===== config.mk =====
export PLATFORM = sky130hd
export DESIGN_NAME = tfq_top
export DESIGN_NICKNAME = d
export VERILOG_FILES = /design/src/rtl/tfq_pkg.sv /design/src/rtl/tfq_store.sv /design/src/rtl/tfq_thresh.sv /design/src/rtl/tfq_top.sv
export SDC_FILE = /design/constraint.sdc
export NUM_CORES = 1
export LEC_CHECK = 0
export BUFFER_PORTS_ARGS = -buffer_cell sky130_fd_sc_hd__buf_2
export CORE_ASPECT_RATIO = 0.8
export CORE_MARGIN = 1
export CORE_UTILIZATION = 60
export DETAILED_ROUTE_END_ITERATION = 10
export GPL_TIMING_DRIVEN = 0
export PLACE_DENSITY = 0.87
export SLEW_MARGIN = 20
export SYNTH_ARGS = -nofsm -noshare
export SYNTH_HDL_FRONTEND = slang
export SYNTH_SLANG_ARGS = --single-unit

===== constraint.sdc =====
create_clock -name clk -period 7.94 [get_ports clk]
set_input_delay 1.588 -clock clk [delete_from_list [all_inputs] [get_ports clk]]
set_output_delay 1.588 -clock clk [all_outputs]
set_load 0.05 [all_outputs]

===== src/rtl/tfq_pkg.sv =====
package tfq_pkg;
    localparam int DATA_W = 16;
    localparam int DEPTH  = 32;
    localparam int LVL_W  = $clog2(DEPTH);
    localparam int CNT_W  = LVL_W + 1;

    typedef enum logic [1:0] {
        OCC_EMPTY   = 2'd0,
        OCC_PARTIAL = 2'd1,
        OCC_FULL    = 2'd2
    } occ_e;

    typedef struct packed {
        logic             rx_dma_en;
        logic [LVL_W-1:0] af_lvl;
        logic             tx_dma_en;
        logic [LVL_W-1:0] ae_lvl;
    } ctrl_t;
endpackage


===== src/rtl/tfq_store.sv =====
module tfq_store
    import tfq_pkg::*;
#(
    parameter int W = DATA_W,
    parameter int N = DEPTH,
    localparam int PW = $clog2(N),
    localparam int CW = PW + 1
) (
    input  logic          clk,
    input  logic          rst_n,
    input  logic          push,
    input  logic [W-1:0]  push_data,
    input  logic          pop,
    output logic [W-1:0]  head_data,
    output logic [CW-1:0] count
);
    logic [W-1:0]  mem [N];
    logic [PW-1:0] head_q;
    logic [CW-1:0] cnt_q;
    occ_e          occ_q, occ_d;
    logic          push_ok, pop_ok;
    logic [PW-1:0] tail;

    assign push_ok   = push && (occ_q != OCC_FULL);
    assign pop_ok    = pop  && (occ_q != OCC_EMPTY);
    assign tail      = head_q + cnt_q[PW-1:0];
    assign head_data = mem[head_q];
    assign count     = cnt_q;

    always_comb begin
        occ_d = occ_q;
        unique case (occ_q)
            OCC_EMPTY:   if (push_ok) occ_d = OCC_PARTIAL;
            OCC_PARTIAL: begin
                if (pop_ok && !push_ok && cnt_q == CW'(1))
                    occ_d = OCC_EMPTY;
                else if (push_ok && !pop_ok && cnt_q == CW'(N - 1))
                    occ_d = OCC_FULL;
            end
            OCC_FULL:    if (pop_ok) occ_d = OCC_PARTIAL;
            default:     occ_d = OCC_EMPTY;
        endcase
    end

    always_ff @(posedge clk) begin
        if (!rst_n) begin
            occ_q  <= OCC_EMPTY;
            head_q <= '0;
            cnt_q  <= '0;
        end else begin
            occ_q <= occ_d;
            if (pop_ok) head_q <= head_q + PW'(1);
            if (push_ok && !pop_ok)      cnt_q <= cnt_q + CW'(1);
            else if (pop_ok && !push_ok) cnt_q <= cnt_q - CW'(1);
        end
    end

    always_ff @(posedge clk) begin
        if (push_ok) mem[tail] <= push_data;
    end

    // the count never exceeds the depth, and the state agrees with it
    a_r1_count_bound: assert property (@(posedge clk) disable iff (!rst_n)
        cnt_q <= CW'(N));
    a_r1_full_state: assert property (@(posedge clk) disable iff (!rst_n)
        (occ_q == OCC_FULL) == (cnt_q == CW'(N)));
    // a push into a full buffer is dropped
    a_r8_full_drop: assert property (@(posedge clk) disable iff (!rst_n)
        (cnt_q == CW'(N) && push && !pop) |=> (cnt_q == CW'(N)));
    // a pop from an empty buffer moves nothing
    a_r9_empty_hold: assert property (@(posedge clk) disable iff (!rst_n)
        (cnt_q == '0 && pop && !push) |=> (cnt_q == '0 && $stable(head_q)));
endmodule


===== src/rtl/tfq_thresh.sv =====
module tfq_thresh
    import tfq_pkg::*;
#(
    parameter int LW = LVL_W,
    localparam int CW = LW + 1
) (
    input  logic          clk,
    input  logic          rst_n,
    input  logic          xfer_active,
    input  logic          dir_rx,
    input  logic [CW-1:0] count,
    input  logic          rx_dma_en,
    input  logic [LW-1:0] af_lvl,
    input  logic          tx_dma_en,
    input  logic [LW-1:0] ae_lvl,
    output logic          rx_svc_flag,
    output logic          tx_svc_flag,
    output logic          rx_dma_req,
    output logic          tx_dma_req
);
    logic quiet, rx_hit, tx_hit;

    assign quiet  = !xfer_active && (count == '0);
    assign rx_hit = !quiet &&  dir_rx && (count > {1'b0, af_lvl});
    assign tx_hit = !quiet && !dir_rx && (count < {1'b0, ae_lvl});

    always_comb begin
        rx_dma_req  = rx_hit &&  rx_dma_en;
        rx_svc_flag = rx_hit && !rx_dma_en;
        tx_dma_req  = tx_hit &&  tx_dma_en;
        tx_svc_flag = tx_hit && !tx_dma_en;
    end

    // idle and empty keeps every service output low
    a_r6_quiet: assert property (@(posedge clk) disable iff (!rst_n)
        (!xfer_active && count == '0) |->
        !(rx_svc_flag || tx_svc_flag || rx_dma_req || tx_dma_req));
    // one direction, one route at a time
    a_r4_r5_exclusive: assert property (@(posedge clk) disable iff (!rst_n)
        $onehot0({rx_svc_flag, tx_svc_flag, rx_dma_req, tx_dma_req}));
endmodule


===== src/rtl/tfq_top.sv =====
module tfq_top
    import tfq_pkg::*;
(
    input  logic              clk,
    input  logic              rst_n,
    input  logic              xfer_active,
    input  logic              dir_rx,
    input  logic              ctrl_wr,
    input  logic [15:0]       ctrl_wdata,
    output logic [15:0]       ctrl_rdata,
    input  logic              cpu_wr,
    input  logic [DATA_W-1:0] cpu_wdata,
    input  logic              cpu_rd,
    input  logic              eng_push,
    input  logic [DATA_W-1:0] eng_wdata,
    input  logic              eng_pop,
    output logic [DATA_W-1:0] rd_data,
    output logic [CNT_W-1:0]  fill_count,
    output logic              rx_svc_flag,
    output logic              tx_svc_flag,
    output logic              rx_dma_req,
    output logic              tx_dma_req
);
    ctrl_t             ctrl_q;
    logic              push, pop;
    logic [DATA_W-1:0] push_data;

    always_ff @(posedge clk) begin
        if (!rst_n) begin
            ctrl_q.rx_dma_en <= 1'b0;
            ctrl_q.af_lvl    <= '1;
            ctrl_q.tx_dma_en <= 1'b0;
            ctrl_q.ae_lvl    <= '0;
        end else if (ctrl_wr) begin
            ctrl_q.rx_dma_en <= ctrl_wdata[15];
            ctrl_q.af_lvl    <= ctrl_wdata[8 +: LVL_W];
            ctrl_q.tx_dma_en <= ctrl_wdata[7];
            ctrl_q.ae_lvl    <= ctrl_wdata[0 +: LVL_W];
        end
    end

    always_comb begin
        ctrl_rdata               = '0;
        ctrl_rdata[15]           = ctrl_q.rx_dma_en;
        ctrl_rdata[8 +: LVL_W]   = ctrl_q.af_lvl;
        ctrl_rdata[7]            = ctrl_q.tx_dma_en;
        ctrl_rdata[0 +: LVL_W]   = ctrl_q.ae_lvl;
    end

    assign push      = dir_rx ? eng_push  : cpu_wr;
    assign push_data = dir_rx ? eng_wdata : cpu_wdata;
    assign pop       = dir_rx ? cpu_rd    : eng_pop;

    tfq_store #(.W(DATA_W), .N(DEPTH)) u_store (
        .clk       (clk),
        .rst_n     (rst_n),
        .push      (push),
        .push_data (push_data),
        .pop       (pop),
        .head_data (rd_data),
        .count     (fill_count)
    );

    tfq_thresh #(.LW(LVL_W)) u_thresh (
        .clk         (clk),
        .rst_n       (rst_n),
        .xfer_active (xfer_active),
        .dir_rx      (dir_rx),
        .count       (fill_count),
        .rx_dma_en   (ctrl_q.rx_dma_en),
        .af_lvl      (ctrl_q.af_lvl),
        .tx_dma_en   (ctrl_q.tx_dma_en),
        .ae_lvl      (ctrl_q.ae_lvl),
        .rx_svc_flag (rx_svc_flag),
        .tx_svc_flag (tx_svc_flag),
        .rx_dma_req  (rx_dma_req),
        .tx_dma_req  (tx_dma_req)
    );

    // setting a DMA enable clears the matching flag on the next cycle
    a_r7_rx_flag_clear: assert property (@(posedge clk) disable iff (!rst_n)
        (ctrl_wr && ctrl_wdata[15]) |=> !rx_svc_flag);
    a_r7_tx_flag_clear: assert property (@(posedge clk) disable iff (!rst_n)
        (ctrl_wr && ctrl_wdata[7]) |=> !tx_svc_flag);
    // bits outside the fields always read zero
    a_r2_spare_zero: assert property (@(posedge clk) disable iff (!rst_n)
        (ctrl_rdata[14:13] == 2'b00 && ctrl_rdata[6:5] == 2'b00));
endmodule


==> flow_metrics.tcl <==
set metrics [dict create \
    status "finished clean" \
    wire_per_inst_um 26.8 \
    start_kind "register" \
    die_area_um2 37700 \
    reg2reg_from "u_store.count[0]" \
    worstMarginPinSlew_ps 1140 \
    cts_hold_buf 0 \
    reg2reg_slack_ps 4150 \
    hp-start "ctrl_rdata[9]" \
    coreArea_um2 36100 \
    whs_endpoint "ctrl_rdata[9]" \
    hold-path-cell-count 2 \
    slew_headroom_pct 23.7 \
    switching_power_w 0.00154 \
    hold_viol 0 \
    vias 13000 \
    setup_tns_ps 0 \
    port-buffer-count 89 \
    placementRows 62 \
    synthCells 1338 \
    grt_pass1_vias 12800 \
    cp_slowest_cell "buf_1" \
    cap_violations 0 \
    fin_crit_sh_pct 61.5 \
    fill_cells 2259 \
    yosysSeqAreaShare_pct 72.2 \
    clock_path_buffers 3 \
    synth-seq-cells 542 \
    cts_tree "yes" \
    fin_util_pct 68.6 \
    start_util_pct 61.2 \
    die_w_um 217 \
    path_clk_slew_ps 60 \
    gp_congestion 0.878 \
    worst_path_most_repeated_cell "buf_2" \
    num_io_pins 99 \
    p_leak_nw 7.94 \
    gr-total-overflow 0 \
    worst-path-max-fanout 10 \
    irDropWorstVdd_v 0.000166 \
    clock_latency_ps 570 \
    cp-end-kind "output pin" \
    hold_path_class "reg2reg" \
    cts.htree.levels 2 \
    synth_edf_count 512 \
    clock_skew_ps 12.6 \
    ys.flop_type "edfxtp_1" \
    track_usage_pct 28.8 \
    multiInputGateArea_um2 5650 \
    layout-drive-gt1-share_pct 18.1 \
    clock_sink_count 542 \
    area_growth_pct 11.9 \
    internal_power_w 0.00463 \
    r2r_cells 5 \
    path_cells "nor2b_1 -> buf_2 -> buf_1 -> a22oi_1 -> a31oi_1 -> nand3_1 -> buf_2" \
    synthDistinctLibCells 55 \
    ys_warn_count 0 \
    drt-pass1-iter-count 5 \
    synth_area_um2 22100 \
    criticalPathCategory "reg2out" \
    layout.nets 1565 \
    ant_nets 0 \
    pwr-share-seq_pct 53.2 \
    comb_power_share_pct 11.0 \
    crit_path_max_incr_delay_ps 620 \
    slew_violations 0 \
    cts_post_setup_buffers_inserted 0 \
    cts_buffers 49 \
    drc 0 \
    die_h_um 174 \
    diodes 0 \
    cts_resized 0 \
    clock.fmax_mhz 205 \
    grt_start_max_net_pins 33 \
    period_needed_ps 4890 \
    swShare_pct 24.9 \
    drt_wl_total_um 53700 \
    seq_area_um2 16000 \
    syn_area_per_cell_um2 16.5 \
    grt_pass1_wl_um 78900 \
    drt_iter0_drc 1628 \
    power_density_nw_per_um2 249 \
    rsz0062_at_grt "no" \
    async_reset_ff_share_pct 0 \
    arrival_ps 3300 \
    antenna_found_initial 1 \
    clkPwrFrac_pct 35.7 \
    timing.rr.end "u_store.mem[24][8]" \
    critPathRequiredTime_ps 6350 \
    dp_hpwl_um 33200 \
    root_buffer "clkbuf_16" \
    finalSetupViolCount 0 \
    vias_per_cell 6.51 \
    worst_hold_slack_ps 511 \
]
[power by group through the flow]
stage	registers, W	clock network, W	logic [W]
after floorplan	0.00336	0	0.000401
after detailed placement	0.00334	0	0.000659
final	0.00328	0.00220	0.000678
after CTS	0.00328	0.00220	0.000670
after global routing	0.00329	0.00231	0.000711
after global placement	0.00334	0	0.000626
[synth_stat cells (all sizes together) (2+ instances only)]
library cell  instances  area (µm²)
a22o                 32         280
o311ai                2        17.5
xor2                  6        52.6
nand3b                2        15.0
inv                  16        60.1
nand2b                3        18.8
a21oi                37         200
and3                  2        12.5
xnor2                 8        77.6
nor2b                12        75.1
nor3                 22         120
a22oi                64         480
mux2i               267        2670
dfxtp                30         601
edfxtp              512       15400
buf                  64         472
nor3b                 2        15.0
and2                 12        75.1
a21o                  3        22.5
a21boi                2        15.0
nand3                35         175
o21ai                11        62.6
mux2                 17         191
and3b                 2        17.5
nor2                 35         156
clkbuf               17        71.3
o211ai                4        30.0
or2                   2        12.5
nor4                  3        18.8
nand4                20         125
a31oi                18         113
or3                   2        13.8
ha                   20         250
nand2                48         180
[per-layer routing]
| layer | global-route usage [%] | vias up | share of wire (%) |
|---|---|---|---|
| met2 | 45.2 | 907 | 47 |
| met1 | 40.4 | 6461 | 39 |
| met4 | 10.2 | 2 | 3.8 |
| met5 | 0 | - | 0.024 |
| li1 | - | 5508 | - |
| met3 | 5.61 | 157 | 11 |
[cell families (layout without fill, tap and decap cells)]
family | after synthesis | count (layout) | synth area share, %
adder cells (fa/ha/maj) | 21 | 21 | 1.22
buffers and inverters | 97 | 277 | 2.72
AO/OA/AOI/OAI | 173 | 173 | 5.52
multiplexers | 284 | 284 | 12.9
XOR/XNOR | 14 | 14 | 0.588
AND/OR/NAND/NOR | 206 | 206 | 4.84
other | 1 | 4 | 0.0169
flip-flops | 542 | 542 | 72.2
[metrics by stage]
| stage | area (µm²) | worst slack [ps] | cells | total power (W) |
|---|---|---|---|---|
| 6_report | 24800 | 3050 | 2001 | 0.00616 |
| 5_1_grt | 24800 | 2940 | 2001 | 0.00630 |
| 4_1_cts | 24800 | 3120 | 2001 | 0.00615 |
| 3_5_place_dp | 23300 | 3330 | 1916 | 0.00400 |
| 3_3_place_gp | 23200 | 2950 | 1910 | 0.00396 |
| 2_1_floorplan | 22200 | 3420 | 1341 | 0.00376 |
[critical path, delay by kind of cell, from the launching register on]
family          cells  cell delay (ps)
buf+inv             3             1250
compound gates      2              770
flops               1              370
simple gates        2              340
[cells in the final DEF (no fill, tap or decap), types with 3 or more instances in the layout]
cell type	n
nor2b_1	12
ha_1	20
nor4_1	3
mux2i_1	267
buf_1	5
dfxtp_1	30
nand4_1	20
buf_2	112
xnor2_1	7
xor2_1	6
nor2_1	5
a31oi_1	18
inv_1	16
nand2_1	48
a22o_1	32
nor3_1	18
a21o_1	3
nand3_1	35
clkinv_1	12
nand2b_1	3
buf_8	4
buf_4	25
clkinv_2	7
o211ai_1	4
conb_1	4
edfxtp_1	512
a21oi_1	35
and2_1	12
mux2_2	16
o21ai_0	9
nor2_2	29
clkbuf_16	51
clkbuf_1	26
buf_6	13
a22oi_1	64
[sequential cells by signal (all words and copies together), names as in the netlist, named ones only]
| name | count |
|---|---|
| ctrl_rdata | 12 |
| u_store.mem | 512 |
| u_store.count | 6 |
| u_store.head_q | 5 |
| u_store.occ_q | 2 |
[how the worst max path moves through the flow]
stage              from            endpoint  slack [ps]  depth (start not counted)
3_5_place_dp     dir_rx          rx_dma_req        3330                          6
3_3_place_gp     dir_rx  u_store.mem[15][9]        2950                          6
6_report       register          rd_data[8]        3050                          7
4_1_cts        register          rd_data[8]        3120                          7
5_1_grt        register          rd_data[8]        2940                          7
2_1_floorplan    dir_rx          rx_dma_req        3420                          4
[final cells by class]
cell class / count / share of cell area, %
inverters: 16 / 0.242
clock buffers: 62 / 5.32
well taps: 480 / 2.42
plain buffers: 81 / 2.19
flip-flops and latches: 542 / 64.5
multi-input cells: 702 / 22.8
clock inverters: 23 / 0.550
repair buffers: 95 / 2.02
Note: power is estimated with default switching activity, not from simulation.
